$ cat src/rtl/bitcopy_pkg.sv
package bitcopy_pkg;
    typedef enum logic [2:0] {
        ST_IDLE,
        ST_HEAD_RD,
        ST_HEAD_CAP,
        ST_STREAM,
        ST_TAIL_RD,
        ST_TAIL_WR
    } bc_state_e;
endpackage

$ cat src/rtl/bitcopy_fetch.sv
module bitcopy_fetch #(
    parameter int ADDR_W = 8,
    parameter int CNT_W  = 12
) (
    input  logic              clk,
    input  logic              rst_n,
    input  logic              load,
    input  logic [ADDR_W-1:0] load_byte,
    input  logic [2:0]        load_bit,
    input  logic [CNT_W-1:0]  load_cnt,
    input  logic              en,
    output logic              src_rd_en,
    output logic [ADDR_W-1:0] src_rd_addr,
    output logic              arr_vld,
    output logic [2:0]        arr_shift,
    output logic [3:0]        arr_take,
    output logic              all_issued
);
    typedef struct packed {
        logic [ADDR_W-1:0] addr;
        logic [CNT_W-1:0]  left;
        logic [2:0]        shift;
        logic              pv;
        logic [2:0]        pshift;
        logic [3:0]        ptake;
    } fetch_t;

    fetch_t q, d;
    logic [3:0] room;
    logic [3:0] take;
    logic       issue;

    always_comb begin
        room  = 4'd8 - {1'b0, q.shift};
        take  = (q.left < CNT_W'(room)) ? q.left[3:0] : room;
        issue = en && (q.left != '0);
        d     = q;
        d.pv  = issue;
        if (issue) begin
            d.pshift = q.shift;
            d.ptake  = take;
            d.addr   = q.addr + 1'b1;
            d.left   = q.left - CNT_W'(take);
            d.shift  = 3'd0;
        end
        if (load) begin
            d.addr  = load_byte;
            d.left  = load_cnt;
            d.shift = load_bit;
            d.pv    = 1'b0;
        end
    end

    always_ff @(posedge clk) begin
        if (!rst_n) q <= '0;
        else        q <= d;
    end

    assign src_rd_en   = issue;
    assign src_rd_addr = q.addr;
    assign arr_vld     = q.pv;
    assign arr_shift   = q.pshift;
    assign arr_take    = q.ptake;
    assign all_issued  = (q.left == '0);

    // every arriving slice carries at least one bit and stays inside its byte
    a_r2_slice_fits: assert property (@(posedge clk) disable iff (!rst_n)
        arr_vld |-> (arr_take != 4'd0) && (({2'b00, arr_shift} + {1'b0, arr_take}) <= 5'd8));
endmodule

$ cat src/rtl/bitcopy_pack.sv
module bitcopy_pack #(
    parameter int ACC_W = 16,
    localparam int CW   = $clog2(ACC_W + 1)
) (
    input  logic          clk,
    input  logic          rst_n,
    input  logic          init,
    input  logic [7:0]    init_bits,
    input  logic [2:0]    init_cnt,
    input  logic          aligned,
    input  logic          arr_vld,
    input  logic [7:0]    arr_data,
    input  logic [2:0]    arr_shift,
    input  logic [3:0]    arr_take,
    output logic          wr_fire,
    output logic [7:0]    wr_byte,
    output logic [CW-1:0] cnt_next,
    output logic [7:0]    acc_low,
    output logic [CW-1:0] acc_cnt
);
    typedef struct packed {
        logic [ACC_W-1:0] acc;
        logic [CW-1:0]    cnt;
    } pack_t;

    pack_t q, d;
    logic [7:0]       shifted;
    logic [7:0]       tmask;
    logic [7:0]       bits;
    logic [ACC_W-1:0] merged;
    logic [CW-1:0]    total;

    always_comb begin
        shifted = arr_data >> arr_shift;
        tmask   = 8'hFF >> (4'd8 - arr_take);
        bits    = shifted & tmask;
        merged  = q.acc | (ACC_W'(bits) << q.cnt);
        total   = q.cnt + CW'(arr_take);
        wr_fire = arr_vld && (total >= CW'(8));
        d       = q;
        if (arr_vld) begin
            if (wr_fire) begin
                d.acc = merged >> 8;
                d.cnt = total - CW'(8);
            end else begin
                d.acc = merged;
                d.cnt = total;
            end
        end
        if (init) begin
            d.acc = ACC_W'(init_bits & ~(8'hFF << init_cnt));
            d.cnt = CW'(init_cnt);
        end
        wr_byte = aligned ? arr_data : merged[7:0];
    end

    always_ff @(posedge clk) begin
        if (!rst_n) q <= '0;
        else        q <= d;
    end

    assign cnt_next = d.cnt;
    assign acc_low  = q.acc[7:0];
    assign acc_cnt  = q.cnt;

    // never more than seven bits wait in the accumulator
    a_r7_acc_bound: assert property (@(posedge clk) disable iff (!rst_n)
        acc_cnt <= CW'(7));

    // the aligned bypass and the accumulator path agree on every full byte
    a_r6_aligned_path: assert property (@(posedge clk) disable iff (!rst_n)
        (aligned && wr_fire) |-> (merged[7:0] == arr_data));
endmodule

$ cat src/rtl/bitcopy_engine.sv
module bitcopy_engine
    import bitcopy_pkg::*;
#(
    parameter int ADDR_W = 8,
    parameter int ACC_W  = 16,
    localparam int OFF_W = ADDR_W + 3,
    localparam int CNT_W = ADDR_W + 4
) (
    input  logic              clk,
    input  logic              rst_n,
    input  logic              start,
    input  logic [OFF_W-1:0]  src_bit_off,
    input  logic [OFF_W-1:0]  dst_bit_off,
    input  logic [CNT_W-1:0]  bit_count,
    output logic              src_rd_en,
    output logic [ADDR_W-1:0] src_rd_addr,
    input  logic [7:0]        src_rd_data,
    output logic              dst_rd_en,
    output logic [ADDR_W-1:0] dst_rd_addr,
    input  logic [7:0]        dst_rd_data,
    output logic              dst_wr_en,
    output logic [ADDR_W-1:0] dst_wr_addr,
    output logic [7:0]        dst_wr_data,
    output logic              busy,
    output logic              done
);
    localparam int CW = $clog2(ACC_W + 1);

    typedef struct packed {
        bc_state_e         state;
        logic [ADDR_W-1:0] wr_addr;
        logic [2:0]        dbit;
        logic              aligned;
        logic              done;
    } top_t;

    top_t q, d;

    logic          fetch_load;
    logic          fetch_en;
    logic          arr_vld;
    logic [2:0]    arr_shift;
    logic [3:0]    arr_take;
    logic          all_issued;
    logic          pack_init;
    logic [7:0]    init_bits;
    logic [2:0]    init_cnt;
    logic          wr_fire;
    logic [7:0]    wr_byte;
    logic [CW-1:0] cnt_next;
    logic [7:0]    acc_low;
    logic [CW-1:0] acc_cnt;
    logic [7:0]    keep;
    logic [7:0]    tail_byte;

    bitcopy_fetch #(.ADDR_W(ADDR_W), .CNT_W(CNT_W)) u_fetch (
        .clk        (clk),
        .rst_n      (rst_n),
        .load       (fetch_load),
        .load_byte  (src_bit_off[OFF_W-1:3]),
        .load_bit   (src_bit_off[2:0]),
        .load_cnt   (bit_count),
        .en         (fetch_en),
        .src_rd_en  (src_rd_en),
        .src_rd_addr(src_rd_addr),
        .arr_vld    (arr_vld),
        .arr_shift  (arr_shift),
        .arr_take   (arr_take),
        .all_issued (all_issued)
    );

    bitcopy_pack #(.ACC_W(ACC_W)) u_pack (
        .clk      (clk),
        .rst_n    (rst_n),
        .init     (pack_init),
        .init_bits(init_bits),
        .init_cnt (init_cnt),
        .aligned  (q.aligned),
        .arr_vld  (arr_vld),
        .arr_data (src_rd_data),
        .arr_shift(arr_shift),
        .arr_take (arr_take),
        .wr_fire  (wr_fire),
        .wr_byte  (wr_byte),
        .cnt_next (cnt_next),
        .acc_low  (acc_low),
        .acc_cnt  (acc_cnt)
    );

    always_comb begin
        d          = q;
        d.done     = 1'b0;
        fetch_load = 1'b0;
        pack_init  = 1'b0;
        init_bits  = 8'h00;
        init_cnt   = 3'd0;
        fetch_en   = (q.state == ST_STREAM);
        keep       = 8'hFF << acc_cnt;
        tail_byte  = (acc_low & ~keep) | (dst_rd_data & keep);
        unique case (q.state)
            ST_IDLE: begin
                if (start) begin
                    if (bit_count == '0) begin
                        d.done = 1'b1;
                    end else begin
                        fetch_load = 1'b1;
                        pack_init  = 1'b1;
                        d.wr_addr  = dst_bit_off[OFF_W-1:3];
                        d.dbit     = dst_bit_off[2:0];
                        d.aligned  = (src_bit_off[2:0] == 3'd0) && (dst_bit_off[2:0] == 3'd0);
                        d.state    = (dst_bit_off[2:0] != 3'd0) ? ST_HEAD_RD : ST_STREAM;
                    end
                end
            end
            ST_HEAD_RD:  d.state = ST_HEAD_CAP;
            ST_HEAD_CAP: begin
                pack_init = 1'b1;
                init_bits = dst_rd_data;
                init_cnt  = q.dbit;
                d.state   = ST_STREAM;
            end
            ST_STREAM: begin
                if (wr_fire) d.wr_addr = q.wr_addr + 1'b1;
                if (all_issued && arr_vld) begin
                    if (cnt_next == '0) begin
                        d.done  = 1'b1;
                        d.state = ST_IDLE;
                    end else begin
                        d.state = ST_TAIL_RD;
                    end
                end
            end
            ST_TAIL_RD: d.state = ST_TAIL_WR;
            ST_TAIL_WR: begin
                d.done  = 1'b1;
                d.state = ST_IDLE;
            end
            default: d.state = ST_IDLE;
        endcase
    end

    always_ff @(posedge clk) begin
        if (!rst_n) q <= '{state: ST_IDLE, default: '0};
        else        q <= d;
    end

    assign dst_rd_en   = (q.state == ST_HEAD_RD) || (q.state == ST_TAIL_RD);
    assign dst_rd_addr = q.wr_addr;
    assign dst_wr_en   = ((q.state == ST_STREAM) && wr_fire) || (q.state == ST_TAIL_WR);
    assign dst_wr_addr = q.wr_addr;
    assign dst_wr_data = (q.state == ST_TAIL_WR) ? tail_byte : wr_byte;
    assign busy        = (q.state != ST_IDLE);
    assign done        = q.done;

    // an empty transfer finishes at once without writing
    a_r5_zero_count: assert property (@(posedge clk) disable iff (!rst_n)
        (!busy && start && bit_count == '0) |=> (done && !busy && !dst_wr_en));

    // done lasts a single cycle and leaves the engine idle
    a_r8_done_pulse: assert property (@(posedge clk) disable iff (!rst_n)
        done |=> !done);
    a_r8_done_idle: assert property (@(posedge clk) disable iff (!rst_n)
        done |-> !busy);

    // destination writes happen only inside an accepted transfer
    a_r4_write_in_op: assert property (@(posedge clk) disable iff (!rst_n)
        dst_wr_en |-> busy);

    // the destination port never reads and writes in one cycle
    a_r7_single_port: assert property (@(posedge clk) disable iff (!rst_n)
        !(dst_rd_en && dst_wr_en));

    // a start during a transfer does not restart it
    a_r9_no_restart: assert property (@(posedge clk) disable iff (!rst_n)
        (busy && start && !dst_rd_en) |=> (busy || done));
endmodule

$ cat config.mk
export PLATFORM = sky130hd
export DESIGN_NAME = bitcopy_engine
export DESIGN_NICKNAME = d
export VERILOG_FILES = /design/src/rtl/bitcopy_pkg.sv /design/src/rtl/bitcopy_fetch.sv /design/src/rtl/bitcopy_pack.sv /design/src/rtl/bitcopy_engine.sv
export SDC_FILE = /design/constraint.sdc
export NUM_CORES = 1
export LEC_CHECK = 0
export BUFFER_PORTS_ARGS = -buffer_cell sky130_fd_sc_hd__buf_2
export CORE_UTILIZATION = 25
export CTS_CLUSTER_SIZE = 10
export DETAILED_ROUTE_END_ITERATION = 7
export PLACE_DENSITY = 0.39
export SYNTH_ARGS = -nofsm -noshare
export SYNTH_HDL_FRONTEND = slang
export SYNTH_SLANG_ARGS = --single-unit
export TNS_END_PERCENT = 10
$ cat constraint.sdc
create_clock -name clk -period 4.9 [get_ports clk]
set_input_delay 1.225 -clock clk [delete_from_list [all_inputs] [get_ports clk]]
set_output_delay 1.225 -clock clk [all_outputs]
set_load 0.1 [all_outputs]
# Word-level counts from Yosys, hierarchy flattened
# Cells that the tools add are included.
# word_totals
regBits	68
output_inout_bits	37
in_bits	53
# op_classes
n_addsub	7
muxes	26
eq_ne	9
n_bitwise	10
shift	5
order_cmp	2
n_reduce_logical	23
# ops
cell	count
two-way mux 21 bit	3
two-way mux 8 bit	4
AND 8 bit	3
logical NOT 12 bit	2
two-way mux 24 bit	1
two-way mux 23 bit	1
adder 8 x 1 -> 8 bit (second input constant)	2
AND 8 x 16 -> 16 bit	1
two-way mux 16 bit	1
inverter 16 bit	1
bitwise OR 16 bit	1
one-hot mux 8 bit (2 select lines)	1
left shift 8 x 3 -> 16 bit (first input constant)	1
left shift 8 x 5 -> 16 bit	1
two-way mux 15 bit	1
one-hot mux 3 bit (5 select lines)	1
< comparator 12 x 4 -> 1 bit	1
nonzero test 12 bit	1
subtractor 12 x 4 -> 12 bit	1
logical NOT 3 bit	3
two-way mux 3 bit	3
!= test 2 bit (second input constant)	4
inverter 8 bit	1
bitwise OR 8 bit	1
other kinds (25)	42

# Depth between registers and ports, before layout
# logic_depth
ltp_word	12
ltp_mapped	20
ltp_nobuf	19

# Cells and area by module
# A second synthesis with hierarchy kept.
# unflattened
hier_cells	754
hier_area_um2	5929.4
# modules_own_cells
module	instances	cells_per_inst	area_per_inst_um2	seq_area_each_um2
bitcopy_pack	1	346	2627.5	420.4
bitcopy_fetch	1	219	1911.8	620.6
bitcopy_engine	1	189	1390.1	320.3

# Least setup slack after synthesis
# No wires, ideal clock.
# synth_timing
path_type	reg-to-output
from	reg u_pack.q (netlist bit u_pack.acc_cnt[1])
to	out dst_wr_en
path_stages_with_launch	14
path_buffers	2
setup_slack_ns	-0.881
t_required_ns	3.675
arrival_ns	4.556
cell_sequence	dfxtp_1 -> clkbuf_1 -> clkinv_1 -> buf_1 -> fa_1 -> nor2b_1 -> o21ai_1 -> nand2b_1 -> xnor2_1 -> inv_1 -> ha_1 -> o31ai_2 -> nand2_1 -> o21ai_0
# synth_between
elab_chain_len	5
# synth_lines
element	line	text
start, declared	bitcopy_pack.sv:26	pack_t q, d;
start signal, assigned	bitcopy_pack.sv:58	if (!rst_n) q <= '0;
start signal, assigned	bitcopy_pack.sv:59	else q <= d;
adder 5 x 4 -> 5 bit	bitcopy_pack.sv:38	total = q.cnt + CW'(arr_take);
>= comparator 5 x 4 -> 1 bit	bitcopy_pack.sv:39	wr_fire = arr_vld && (total >= CW'(8));
logical AND 1 bit	bitcopy_pack.sv:39	
logical AND 1 bit	bitcopy_engine.sv:149	assign dst_wr_en = ((q.state == ST_STREAM) && wr_fire) || (q.state == ST_TAIL_WR);
logical OR 1 bit	bitcopy_engine.sv:149	
end, declared	bitcopy_engine.sv:21	output logic dst_wr_en,
# No other way between the ends.

# Worst setup path after layout
# layout_timing
from	in src_rd_data[6]
to	out dst_wr_data[7]
# layout_between
elab_chain_len	6
# layout_lines
element	line	text
start, declared	bitcopy_engine.sv:17	input logic [7:0] src_rd_data,
>> shifter 8 x 3 -> 8 bit	bitcopy_pack.sv:34	shifted = arr_data >> arr_shift;
AND 8 bit	bitcopy_pack.sv:36	bits = shifted & tmask;
left shift 8 x 5 -> 16 bit	bitcopy_pack.sv:37	merged = q.acc | (ACC_W'(bits) << q.cnt);
bitwise OR 16 bit	bitcopy_pack.sv:37	
two-way mux 8 bit	bitcopy_pack.sv:54	wr_byte = aligned ? arr_data : merged[7:0];
two-way mux 8 bit	bitcopy_engine.sv:151	assign dst_wr_data = (q.state == ST_TAIL_WR) ? tail_byte : wr_byte;
end, declared	bitcopy_engine.sv:23	output logic [7:0] dst_wr_data,
# No other way between the ends.

==> impl_metrics.py <==
metrics = {
    "outcome": {
        "status": "complete, no violations",
    },
    "routing": {
        "antenna_left": 0,
        "viasPerCell": 5.34,
        "routed_wl_mm": 18.6,
        "drc": 0,
        "drt_iter0_markers": 299,
        "drtPass1Iterations": 5,
        "vias": 5522,
        "post_drt_wl_per_cell_um": 18.0,
    },
    "power_and_ir_drop": {
        "total_leakage_power_uw": 0.00255,
        "ir_worst_vdd_v": 0.000165,
        "power-per-cell-area_mw_per_mm2": 316,
    },
    "timing": {
        "setup_violations": 0,
        "finalMaxSlewViolations": 0,
        "rsz0062_at_grt": "no",
        "period_needed_ns": 4.65,
        "hold_ws_ns": 0.494,
        "finalSetupTns_ns": 0,
        "finalClockSkew_ns": 0.0122,
        "tightest_slew_ns": 0.941,
        "max_freq_ghz": 0.215,
        "slew_headroom_pct": 37.1,
        "fin_crit_sh_pct": 94.9,
        "hold_viol_final": 0,
    },
    "critical_path": {
        "cp-end-kind": "output port",
        "start_kind": "input port",
        "critical_path.top_delay_family": "compound AO/OA/AOI/OAI gates",
        "cp_max_fo": 7,
        "path_buf_inv": 2,
        "critPathSlowestCell": "o311ai_1",
        "slowest_delay_ns": 0.52,
        "crit_chain": "buf_2 -> mux2i_1 -> o211ai_1 -> o311ai_1 -> o311ai_1 -> nand2_1 -> a21oi_1 -> nand2_1 -> a31oi_2 -> buf_12",
        "crit_type": "input port to output port",
        "critPathRequiredTime_ns": 3.67,
        "cp.arrival_ns": 3.42,
    },
    "yosys": {
        "synth_top_family_by_area": "compound AO/OA/AOI/OAI gates",
        "synth-adder-area-share_pct": 4.92,
        "syn-cell-area_mm2": 0.00540,
        "synth_edf_count": 0,
        "synth.distinct_cells": 85,
        "synth_compound_area_share_pct": 29.8,
        "synth_flop_cell": "dfxtp_1",
        "ys_seq_elements": 68,
        "synthSimpleGateAreaFrac_pct": 23.7,
        "synthMuxAreaShare_pct": 5.08,
        "syn_area_per_cell_um2": 7.57,
        "yosysSeqAreaShare_pct": 25.2,
        "postSynth.asyncResetShare_pct": 0,
        "ys_warn_count": 0,
        "syn_nets": 786,
        "netlist_instances": 713,
        "synth_xor_area_share_pct": 1.62,
    },
    "clocking": {
        "postCtsHoldBufs": 0,
        "cts-resized-gates": 0,
        "cts_tree": "yes",
        "cts_root_buffer": "clkbuf_16",
        "clock-sinks": 68,
        "clk_pin_slew_worst_paths_ns": 0.05,
        "cts-htree-levels": 3,
        "clk_path_buf_depth": 2,
        "cts_buffers": 9,
        "insertion_delay_ns": 0.34,
        "post_cts_buffers": 0,
    },
    "global_routing": {
        "grt_use_met1_pct": 22.8,
        "grt_overflow": 0,
        "grt_max_degree": 42,
        "grt_antenna_before_repair": 0,
        "use_met3_pct": 2.45,
        "grt_pass1_vias": 5311,
        "busiest_layer": "met2",
        "gr-usage-met2_pct": 28.4,
        "grt_usage_pct": 17.3,
        "grt_pass1_wl_mm": 29.7,
    },
    "floorplan": {
        "coreArea_mm2": 0.0211,
        "num_rows": 53,
        "die_h_um": 149,
        "pin_count": 90,
        "dieArea_mm2": 0.0222,
        "floorplan.initialDensity_pct": 25.6,
        "dieWidth_um": 149,
    },
    "finish": {
        "post-route-util_pct": 29.5,
        "nets": 830,
        "diodes": 0,
        "drive_gt1_share_pct": 18.3,
        "syn_to_final_growth_pct": 15.4,
    },
    "placement": {
        "port_buffers": 89,
        "place.gp.congestion": 0.830,
        "hpwl_mm": 14.0,
    },
    "min_path": {
        "hp-class": "register to register",
    },
    "run": {
        "max_cap_viol_count": 0,
    },
}
[layout by cell type, fill, tap and decap left out, drive strengths merged, types with 6 or more instances in the layout]
cell / netlist / routed
clkbuf: 24 / 13
a21o: 8 / 8
nor4: 9 / 9
a22oi: 8 / 8
nor2b: 7 / 7
dfxtp: 68 / 68
nand2: 65 / 65
inv: 26 / 26
o21ai: 42 / 42
buf: 45 / 102
o211a: 6 / 6
nand4: 10 / 10
a211oi: 12 / 12
mux2i: 24 / 24
o22ai: 7 / 7
nand2b: 7 / 7
a221oi: 10 / 10
ha: 18 / 18
a31oi: 10 / 10
o31ai: 7 / 7
o311ai: 6 / 6
o211ai: 9 / 9
or3: 9 / 9
nor3: 16 / 16
xor2: 6 / 6
a21oi: 67 / 67
nor2: 80 / 80
nand3: 23 / 23
[where the power goes]
| group | switching [uW] | internal, uW |
|---|---|---|
| Sequential | 51.3 | 587 |
| Clock | 249 | 379 |
| Combinational | 500 | 206 |
[flip-flops by register name, summed over array words and instances (netlist names), 4 cells and up]
name / cells
u_fetch.q: 15
dst_rd_addr: 8
u_fetch.src_rd_addr: 8
u_pack.acc_low: 8
u_pack.q: 8
q: 7
u_pack.acc_cnt: 5
u_fetch.arr_take: 4
[logic make-up after synthesis]
group | after synthesis
multiplexers | 27
AND/OR/NAND/NOR | 257
AO/OA/AOI/OAI | 233
adder cells (fa/ha/maj) | 20
flip-flops | 68
buffers and inverters | 98
XOR/XNOR | 10
[final timing paths]
check | from | to | slack, ns | cells after the start
worst max-delay path | src_rd_data[6] | dst_wr_data[7] | 0.25 | 10
worst min register to register | dst_rd_addr[7] | dst_rd_addr[7] | 0.49 | 2
worst min-delay path | dst_rd_addr[7] | dst_rd_addr[7] | 0.49 | 2
worst max register to register | u_fetch.q[8] | u_fetch.q[19] | 0.93 | 19
[cells in the mapped netlist, drive strengths merged, types with 7 or more instances]
master / instances / area share [%]
clkbuf: 24 / 1.7
buf: 45 / 6.0
o31ai: 7 / 1.3
nand3: 23 / 2.1
a22oi: 8 / 1.1
a211oi: 12 / 1.9
a31oi: 10 / 1.4
o21ai: 42 / 3.9
a21o: 8 / 1.1
nor3: 16 / 1.5
inv: 26 / 1.8
nand2: 65 / 4.5
or3: 9 / 1.0
ha: 18 / 4.2
nor4: 9 / 1.4
nand4: 10 / 1.2
mux2i: 24 / 4.5
nand2b: 7 / 0.81
a221oi: 10 / 1.6
nor2b: 7 / 0.81
o22ai: 7 / 0.81
a21oi: 67 / 6.3
o211ai: 9 / 1.3
dfxtp: 68 / 25
nor2: 80 / 5.7
[routing by layer]
layer	up-vias	part of all wire, %	wire, um
met4	0	1.8	329
met1	2637	47	8740
met2	161	46	8650
met3	23	4.8	898
li1	2701	-	-
met5	-	0	0
[per-stage QoR]
| step | instance area (um^2) | power [uW] | setup WS [ns] | std cells |
|---|---|---|---|---|
| global route | 6230 | 2080 | 0.0628 | 1035 |
| global placement | 5950 | 1360 | 0.305 | 1021 |
| CTS | 6230 | 2000 | 0.237 | 1035 |
| detailed placement | 5950 | 1360 | 0.244 | 1021 |
| finish | 6230 | 1970 | 0.251 | 1035 |
| floorplan | 5400 | 1210 | -0.160 | 713 |
[final cells by class]
type	count	area, um^2
Sequential cell	68	1360
Inverter	29	109
Timing Repair Buffer	102	618
Multi-Input combinational cell	547	3520
Tap cell	275	344
Fill cell	2325	14900
Clock inverter	1	7.51
Clock buffer	13	270
[worst register-to-register path: cells and delay by family, from the launching register on]
family	cells	cell delay [ns]
AO/OA/AOI/OAI	6	0.89
adder cells (fa/ha/maj)	4	1.16
buffers and inverters	3	0.18
flip-flops	1	0.39
multiplexers	1	0.28
AND/OR/NAND/NOR	5	0.94
Power figures use the tool's default switching activity.
